**config.mk**
```make
export PLATFORM = sky130hd
export DESIGN_NAME = memShareArbiter
export DESIGN_NICKNAME = d
export VERILOG_FILES = /design/src/rtl/memShareArbPkg.sv /design/src/rtl/strobeSync.sv /design/src/rtl/arbCtrl.sv /design/src/rtl/arbDatapath.sv /design/src/rtl/memShareArbiter.sv
export SDC_FILE = /design/constraint.sdc
export NUM_CORES = 1
export LEC_CHECK = 0
export BUFFER_PORTS_ARGS = -buffer_cell sky130_fd_sc_hd__buf_2
export CORE_ASPECT_RATIO = 0.75
export CORE_MARGIN = 2
export CORE_UTILIZATION = 40
export DETAILED_ROUTE_END_ITERATION = 10
export PLACE_DENSITY_LB_ADDON = 0.25
export SYNTH_ARGS = -nofsm -noshare
export SYNTH_HDL_FRONTEND = slang
export SYNTH_SLANG_ARGS = --single-unit
```
**constraint.sdc**
```tcl
create_clock -name clk -period 2 [get_ports clk]
set_clock_uncertainty 0.05 [all_clocks]
set_input_delay 0.4 -clock clk [delete_from_list [all_inputs] [get_ports clk]]
set_output_delay 0.4 -clock clk [all_outputs]
set_load 0.02 [all_outputs]
```
**src/rtl/memShareArbPkg.sv**
```systemverilog
package memShareArbPkg;

  // One-cycle grant strobes from control to datapath
  typedef struct packed {
    logic issueVid;
    logic issueRef;
    logic issuePrg;
  } slotStrobeT;

  // Index of each asynchronous strobe in the synchronizer bank
  localparam int STB_VID = 0;
  localparam int STB_PRD = 1;
  localparam int STB_PWR = 2;
  localparam int STB_NUM = 3;

endpackage

```
**src/rtl/strobeSync.sv**
```systemverilog
module strobeSync #(
  parameter int STAGES = 2
) (
  input  logic clk,
  input  logic rstN,
  input  logic asyncIn,
  output logic rise
);
  logic [STAGES-1:0] chain;
  logic              lastLvl;

  always_ff @(posedge clk) begin
    if (!rstN) begin
      chain   <= '0;
      lastLvl <= 1'b0;
    end else begin
      chain[0] <= asyncIn;
      for (int i = 1; i < STAGES; i++) chain[i] <= chain[i-1];
      lastLvl <= chain[STAGES-1];
    end
  end

  assign rise = chain[STAGES-1] & ~lastLvl;

  // A rising edge is a single-cycle pulse
  a_r2_rise_single: assert property (@(posedge clk) disable iff (!rstN)
    rise |=> !rise);
endmodule

```
**src/rtl/arbCtrl.sv**
```systemverilog
module arbCtrl
  import memShareArbPkg::*;
#(
  parameter int REF_INTERVAL = 1560,
  parameter int REF_MAX_DEFER = 2
) (
  input  logic       clk,
  input  logic       rstN,
  input  logic       vidPend,
  input  logic       prgPend,
  output slotStrobeT slot
);
  localparam int CW = (REF_INTERVAL > 1) ? $clog2(REF_INTERVAL) : 1;
  localparam int AGE_W = $clog2(REF_MAX_DEFER + 2);

  logic [CW-1:0]    refCnt;
  logic             refPend;
  logic [AGE_W-1:0] refAge;
  logic             refTick;

  assign refTick = (refCnt == CW'(REF_INTERVAL - 1));

  // Interval counter: free-running, independent of grants
  always_ff @(posedge clk) begin
    if (!rstN) refCnt <= '0;
    else if (refTick) refCnt <= '0;
    else refCnt <= refCnt + 1'b1;
  end

  // Refresh request latch and its deferral age
  always_ff @(posedge clk) begin
    if (!rstN) begin
      refPend <= 1'b0;
      refAge  <= '0;
    end else begin
      if (refTick) refPend <= 1'b1;
      else if (slot.issueRef) refPend <= 1'b0;
      if (refPend && !slot.issueRef) refAge <= refAge + 1'b1;
      else refAge <= '0;
    end
  end

  // Fixed ranking: video, then refresh, then program
  always_comb begin
    slot.issueVid = vidPend;
    slot.issueRef = refPend & ~vidPend;
    slot.issuePrg = prgPend & ~vidPend & ~refPend;
  end

  // refresh waits only a bounded number of cycles
  a_r8_refresh_bounded: assert property (@(posedge clk) disable iff (!rstN)
    refAge <= AGE_W'(REF_MAX_DEFER));

  // a program request that loses arbitration is still pending next cycle
  a_r10_prg_held: assert property (@(posedge clk) disable iff (!rstN)
    (prgPend && vidPend) |=> prgPend);
endmodule

```
**src/rtl/arbDatapath.sv**
```systemverilog
module arbDatapath
  import memShareArbPkg::*;
#(
  parameter int AW = 14,
  parameter int DW = 8
) (
  input  logic          clk,
  input  logic          rstN,
  input  logic          vidRise,
  input  logic          prgRdRise,
  input  logic          prgWrRise,
  input  logic [AW-2:0] vidAddr,
  input  logic [AW-2:0] prgAddr,
  input  logic [DW-1:0] prgWdata,
  input  slotStrobeT    slot,
  input  logic [DW-1:0] memRdata,
  output logic          vidPend,
  output logic          prgPend,
  output logic          memEn,
  output logic          memWe,
  output logic [AW-1:0] memAddr,
  output logic [DW-1:0] memWdata,
  output logic          memRefresh,
  output logic [DW-1:0] vidData,
  output logic          vidValid,
  output logic [DW-1:0] prgRdata,
  output logic          prgWait
);
  logic          prgAnyRise;
  logic [AW-2:0] vidAddrQ, prgAddrQ;
  logic [DW-1:0] prgWdataQ;
  logic          prgIsWr;
  logic          issVidQ, issPrgRdQ, issPrgQ;
  logic          retVid, retPrgRd, retPrg;
  logic          prgBusy;

  assign prgAnyRise = prgRdRise | prgWrRise;

  // Video request latch
  always_ff @(posedge clk) begin
    if (!rstN) begin
      vidPend  <= 1'b0;
      vidAddrQ <= '0;
    end else if (vidRise) begin
      vidPend  <= 1'b1;
      vidAddrQ <= vidAddr;
    end else if (slot.issueVid) begin
      vidPend <= 1'b0;
    end
  end

  // Program request latch
  always_ff @(posedge clk) begin
    if (!rstN) begin
      prgPend   <= 1'b0;
      prgIsWr   <= 1'b0;
      prgAddrQ  <= '0;
      prgWdataQ <= '0;
    end else if (prgAnyRise) begin
      prgPend   <= 1'b1;
      prgIsWr   <= prgWrRise;
      prgAddrQ  <= prgAddr;
      prgWdataQ <= prgWdata;
    end else if (slot.issuePrg) begin
      prgPend <= 1'b0;
    end
  end

  // Registered memory port
  always_ff @(posedge clk) begin
    if (!rstN) begin
      memEn      <= 1'b0;
      memWe      <= 1'b0;
      memAddr    <= '0;
      memWdata   <= '0;
      memRefresh <= 1'b0;
      issVidQ    <= 1'b0;
      issPrgQ    <= 1'b0;
      issPrgRdQ  <= 1'b0;
    end else begin
      memEn      <= slot.issueVid | slot.issuePrg;
      memWe      <= slot.issuePrg & prgIsWr;
      memAddr    <= slot.issueVid ? {1'b1, vidAddrQ} : {1'b0, prgAddrQ};
      memWdata   <= prgWdataQ;
      memRefresh <= slot.issueRef;
      issVidQ    <= slot.issueVid;
      issPrgQ    <= slot.issuePrg;
      issPrgRdQ  <= slot.issuePrg & ~prgIsWr;
    end
  end

  // Return stage: memory data is valid the cycle after issue
  always_ff @(posedge clk) begin
    if (!rstN) begin
      retVid   <= 1'b0;
      retPrg   <= 1'b0;
      retPrgRd <= 1'b0;
    end else begin
      retVid   <= issVidQ;
      retPrg   <= issPrgQ;
      retPrgRd <= issPrgRdQ;
    end
  end

  // Capture onto the masters' data buses
  always_ff @(posedge clk) begin
    if (!rstN) begin
      vidData  <= '0;
      vidValid <= 1'b0;
      prgRdata <= '0;
      prgBusy  <= 1'b0;
    end else begin
      if (retVid) begin
        vidData  <= memRdata;
        vidValid <= 1'b1;
      end else if (vidRise) begin
        vidValid <= 1'b0;
      end
      if (retPrgRd) prgRdata <= memRdata;
      if (slot.issuePrg) prgBusy <= 1'b1;
      else if (retPrg) prgBusy <= 1'b0;
    end
  end

  assign prgWait = prgPend | prgBusy;

  // stall is raised the cycle after the synchronized strobe edge
  a_r5_wait_after_rise: assert property (@(posedge clk) disable iff (!rstN)
    prgAnyRise |=> prgWait);

  // a pending program request survives until it is granted
  a_r10_no_drop: assert property (@(posedge clk) disable iff (!rstN)
    (prgPend && !slot.issuePrg && !prgAnyRise) |=> prgPend);

  // a video grant lands as an upper-half read on the port
  a_r3_vid_upper: assert property (@(posedge clk) disable iff (!rstN)
    slot.issueVid |=> (memEn && !memWe && memAddr[AW-1]));
endmodule

```
**src/rtl/memShareArbiter.sv**
```systemverilog
module memShareArbiter
  import memShareArbPkg::*;
#(
  parameter int AW = 14,
  parameter int DW = 8,
  parameter int SYNC_STAGES = 2,
  parameter int REF_INTERVAL = 1560
) (
  input  logic          clk,
  input  logic          rstN,
  input  logic          vidRd,
  input  logic [AW-2:0] vidAddr,
  output logic [DW-1:0] vidData,
  output logic          vidValid,
  input  logic          prgRd,
  input  logic          prgWr,
  input  logic [AW-2:0] prgAddr,
  input  logic [DW-1:0] prgWdata,
  output logic [DW-1:0] prgRdata,
  output logic          prgWait,
  output logic          memEn,
  output logic          memWe,
  output logic [AW-1:0] memAddr,
  output logic [DW-1:0] memWdata,
  output logic          memRefresh,
  input  logic [DW-1:0] memRdata
);
  logic [STB_NUM-1:0] strobeIn, strobeRise;
  logic               vidPend, prgPend;
  slotStrobeT         slot;

  assign strobeIn[STB_VID] = vidRd;
  assign strobeIn[STB_PRD] = prgRd;
  assign strobeIn[STB_PWR] = prgWr;

  for (genvar g = 0; g < STB_NUM; g++) begin : gSync
    strobeSync #(.STAGES(SYNC_STAGES)) uSync (
      .clk(clk), .rstN(rstN), .asyncIn(strobeIn[g]), .rise(strobeRise[g])
    );
  end

  arbCtrl #(.REF_INTERVAL(REF_INTERVAL)) uCtrl (
    .clk(clk), .rstN(rstN), .vidPend(vidPend), .prgPend(prgPend), .slot(slot)
  );

  arbDatapath #(.AW(AW), .DW(DW)) uDp (
    .clk(clk), .rstN(rstN),
    .vidRise(strobeRise[STB_VID]), .prgRdRise(strobeRise[STB_PRD]),
    .prgWrRise(strobeRise[STB_PWR]),
    .vidAddr(vidAddr), .prgAddr(prgAddr), .prgWdata(prgWdata),
    .slot(slot), .memRdata(memRdata),
    .vidPend(vidPend), .prgPend(prgPend),
    .memEn(memEn), .memWe(memWe), .memAddr(memAddr), .memWdata(memWdata),
    .memRefresh(memRefresh),
    .vidData(vidData), .vidValid(vidValid), .prgRdata(prgRdata), .prgWait(prgWait)
  );

  // a refresh slot never coincides with a data access
  a_r9_single_slot: assert property (@(posedge clk) disable iff (!rstN)
    !(memEn && memRefresh));

  // with both latches set, the next port cycle serves video
  a_r4_vid_first: assert property (@(posedge clk) disable iff (!rstN)
    (vidPend && prgPend) |=> (memEn && memAddr[AW-1]));

  // refresh is a single-cycle pulse
  a_r7_refresh_pulse: assert property (@(posedge clk) disable iff (!rstN)
    memRefresh |=> !memRefresh);
endmodule

```
# Yosys cells after proc, flatten, opt, wreduce, memory -nomap -nowiden
# Cells that the tools add are included.
dict set report word_totals {
  register_bits 107
  out_inout_bits 43
  in_bits 47
}
dict set report op_classes {
  mux 10
  add_sub_neg 1
  n_bitwise 18
  n_reduce_logical 5
  eq_ne 1
}
# op count
set ops {}
lappend ops {{two-way mux 14 bit} 1}
lappend ops {{adder 11 x 1 -> 11 bit, second input constant} 1}
lappend ops {{equality test 11 bit, second input constant} 1}
lappend ops {{two-way mux 1 bit} 9}
lappend ops {{bitwise AND 1 bit} 8}
lappend ops {{nonzero test 2 bit} 4}
lappend ops {{inverter 1 bit} 7}
lappend ops {{bitwise OR 1 bit} 3}
lappend ops {{OR reduction 2 bit} 1}

# Longest topological paths before layout
dict set report depth {
  depth_word 5
  ltp_mapped 5
  depth_no_buf 4
}

# Modules after synthesis
# From an unflattened synthesis, not the netlist that was laid out.
dict set report hier_totals {
  cells_unflattened 368
  area_unflattened_um2 4103.9
}
# mod area_per_inst_um2 cells_each instances
set by_module_without_submodules {}
lappend by_module_without_submodules {arbDatapath 3245.6 285 1}
lappend by_module_without_submodules {arbCtrl 580.6 62 1}
lappend by_module_without_submodules {strobeSync 92.6 7 3}

# Worst setup path after synthesis
# Ideal clock, no wire load.
dict set report synth_timing {
  path_kind {register -> register}
  startpoint {register uCtrl.refCnt[0]}
  endpoint {register uCtrl.refCnt[10]}
  setup_slack_ns 0.578
  stages_incl_launch_ff 5
  setup_time_ns 0.070
  synth_period_minus_slack_ns 1.422
  required_time_ns 1.880
  arrival_ns 1.302
  cell_sequence {dfxtp_1 ha_1 inv_1 or4_1 a21oi_1}
}
dict set report synth_via {
  elab_chain_cells 2
  word_cells_on_any_way 3
}
# item line
set synth_lines {}
lappend synth_lines {{start, declared} arbCtrl.sv:16} ;# logic [CW-1:0] refCnt;
lappend synth_lines {{start signal, assigned} arbCtrl.sv:27} ;# else refCnt <= refCnt + 1'b1;
lappend synth_lines {{parallel branches: the longest is 2 deep, another holds adder 11 x 1 -> 11 bit} n/a}
# Several ways; the timed one is not identified.
# A chain may end at the register's enable or synchronous reset.

# Worst setup path in the final report
# Ends and elaborated chain as after synthesis.

==> run summary <==
Core Footprint: 0.008971 mm²
Worst EP arrival: 1.77 ns
# IOs: 90
Vias in the first global route: 2688
Drc violations: 0
Initial antenna violation count: 1
Setup crit start: uCtrl.refCnt[0]
RSZ-0062 raised after global routing: false
Sequential area share after synthesis: 58.04%
Post-DP HPWL: 5451 µm
Worst hold start: prgWr
Startpoint types: register
Layout Area Growth over Synthesis: 23.51%
Slew Limit Headroom: 58.57%
Distinct cells, synth: 35
Status: finished clean
Critical-path top delay cell: or4_1
CP delay by family, top: simple AND/OR/NAND/NOR gates
Layout net count: 511
Setup Buffers After CTS: 0
Root Buffer: clkbuf_16
Chip Width: 114.4 µm
Clk buf depth: 2
Post-synthesis register bit count: 106
# rows: 30
Global route overflow: 0
Share of cells above drive strength 1: 26.07%
Worst R2R Start: uCtrl.refCnt[0]
Routability cong.: 0.8172
CTS H-tree lvls: 3
Yosys Warn Count: 0
First-pass GRT wire length: 12590 µm
Total CTS buffers: 9
Crit path time final: 1.553 ns
Setup Viol. Count Final: 0
Design Power: 0.004267 W
Die area: 0.009929 mm²
Post-Route Setup TNS: 0 ns
Fmax: 644.1 MHz
Avg Synthesized Cell Area: 9.646 µm²
Crit end category: register
Routed Antenna Nets: 0
Largest net degree at the start of global routing: 30
Total GRT Usage: 16.09%
CTS tree: built
Critical path's largest stage delay: 0.52 ns
DRT Wirelength: 7903 µm
Die height: 86.80 µm
Post-synthesis instance area: 0.003656 mm²
Clock-pin slew on the worst setup and hold paths: 0.07 ns
CP cell instances: ha_1 -> inv_1 -> or4_1 -> a21oi_1
Leakage: 1.879 nW
CTS sink cnt: 106
Worst skew pair latency: 0.34 ns
Fin crit share: 77.63%
Initial DRT Pass Iterations: 4
Final count of hold timing violations: 0
Critical Path Fanout Max: 5
Port Buf Inserts: 89
CTS Hold Buffers Added: 0
Post-Syn Nets: 427
DR vias/cell: 4.921
WP data required: 2.22 ns
Total of max-cap violations: 0
Gate Count Post-Synth: 379
Routed len/inst: 13.60 µm
CP bufs+invs: 1
Initial core utilization: 40.75%
Crit path kind: register to register
Via count: 2859
Max-slew violation count: 0
Post-CTS sizing: 0
DR iter-0 viols: 120
Worst Hold Class: input port to register
Largest vdd supply drop: 0.3661 mV
Slew @ Worst Pin: 0.6215 ns
Power per cell area: 945.0 mW/mm²
-- power breakdown --
group | internal, W | leakage [nW] | switching (W)
combinational | 0.000109 | 0.868 | 0.000148
clock | 0.00102 | 0.150 | 0.000777
sequential | 0.00218 | 0.862 | 0.0000379
total | 0.00330 | 1.88 | 0.000962
-- sequential cells by signal, indices dropped and copies added, names as in the netlist, 3 cells and up --
| register | flops |
|---|---|
| uDp.vidAddrQ | 13 |
| gSync.uSync.chain | 6 |
| uCtrl.refCnt | 11 |
| uDp.memWdata | 8 |
| uDp.prgWdataQ | 8 |
| uDp.vidData | 8 |
| uDp.prgRdata | 8 |
| gSync.uSync.lastLvl | 3 |
| uDp.prgAddrQ | 13 |
| uDp.memAddr | 13 |
-- Yosys cell counts (all sizes together) --
cell    number  share of area (%)
and4b        1               0.27
xor2         2               0.48
a21oi       43                5.9
nor4         1               0.17
o21ai       26                3.6
or2          1               0.17
dfxtp      106                 58
nor2b        4               0.68
a31oi        1               0.17
or4b         1               0.38
nand4        3               0.92
nand3       27                3.7
or3          4               0.79
and3         1               0.17
or4          2               0.41
inv          3               0.31
ha           1               0.34
clkbuf      20                2.1
mux2i       29                7.9
nand2       29                3.0
o31ai        2               0.41
nor2        36                3.7
nand3b       1               0.21
nand2b       4               0.68
and2        22                3.8
nor3b        1               0.21
a41o         1               0.27
xnor2        1               0.24
buf          6                1.1
-- cell type report --
class,instances,area [µm²]
well taps,112,140.1
inverters,3,11.26
fillers,822,4456
flip-flops and latches,106,2122
clock inverters,6,72.57
multi-input cells,244,1408
clock buffers,10,239.0
repair buffers,99,520.5
diodes,1,2.502
-- logic make-up (layout without fill, tap and decap cells) --
logic type / count (synthesis) / after routing / share of synthesized area (%)
mux: 29 / 29 / 7.940
xor+xnor: 3 / 3 / 0.7188
compound gates: 73 / 73 / 10.30
fa+ha+maj: 1 / 1 / 0.3422
flops: 106 / 106 / 58.04
simple gates: 138 / 138 / 19.20
buf+inv: 29 / 118 / 3.456
other cells: 0 / 1 / 0
-- metal layers --
layer	track usage, %	vias to the layer above	routed length, µm
met5	0	-	13
met4	5.322	2	93
met3	5.455	10	461
met2	25.23	72	3475
met1	20.94	1317	3859
li1	-	1458	-
-- final timing paths --
check	slack [ns]	to	depth (start not counted)
setup / recovery	0.45	uCtrl.refCnt[10]	4
setup reg to reg	0.45	uCtrl.refCnt[10]	4
hold / removal	0.21	gSync[2].uSync.chain[0]	2
hold reg to reg	0.39	gSync[1].uSync.chain[1]	1
-- cell usage in the layout, fill, tap and decap left out, types with 3 or more instances in the layout --
cell	n
and2_1	22
a21oi_1	43
nand2b_1	4
buf_2	89
nand2_1	29
mux2i_1	29
nand3_1	27
buf_4	10
dfxtp_1	106
nor2b_1	4
nor2_1	36
or3_2	3
o21ai_0	26
clkbuf_16	9
-- worst reg2reg max path, delay by kind of cell (launching register included) --
kind	cells	cell delay (ns)
flops	1	0.39
fa+ha+maj	1	0.27
compound gates	1	0.15
buf+inv	1	0.10
simple gates	1	0.52
-- metrics by stage --
step / instance area (µm²) / util, % / worst slack, ns / instances / hold slack, ns
3_3_place_gp: 4202 / 46.83 / 0.5144 / 564 / 0.3631
6_report: 4516 / 50.33 / 0.4474 / 581 / 0.2103
4_1_cts: 4513 / 50.31 / 0.4494 / 580 / 0.2039
5_1_grt: 4513 / 50.31 / 0.3241 / 580 / 0.2037
3_5_place_dp: 4202 / 46.83 / 0.4496 / 564 / 0.3706
2_1_floorplan: 3656 / - / 0.5783 / 379 / 0.3535
Power figures use the tool's default switching activity.
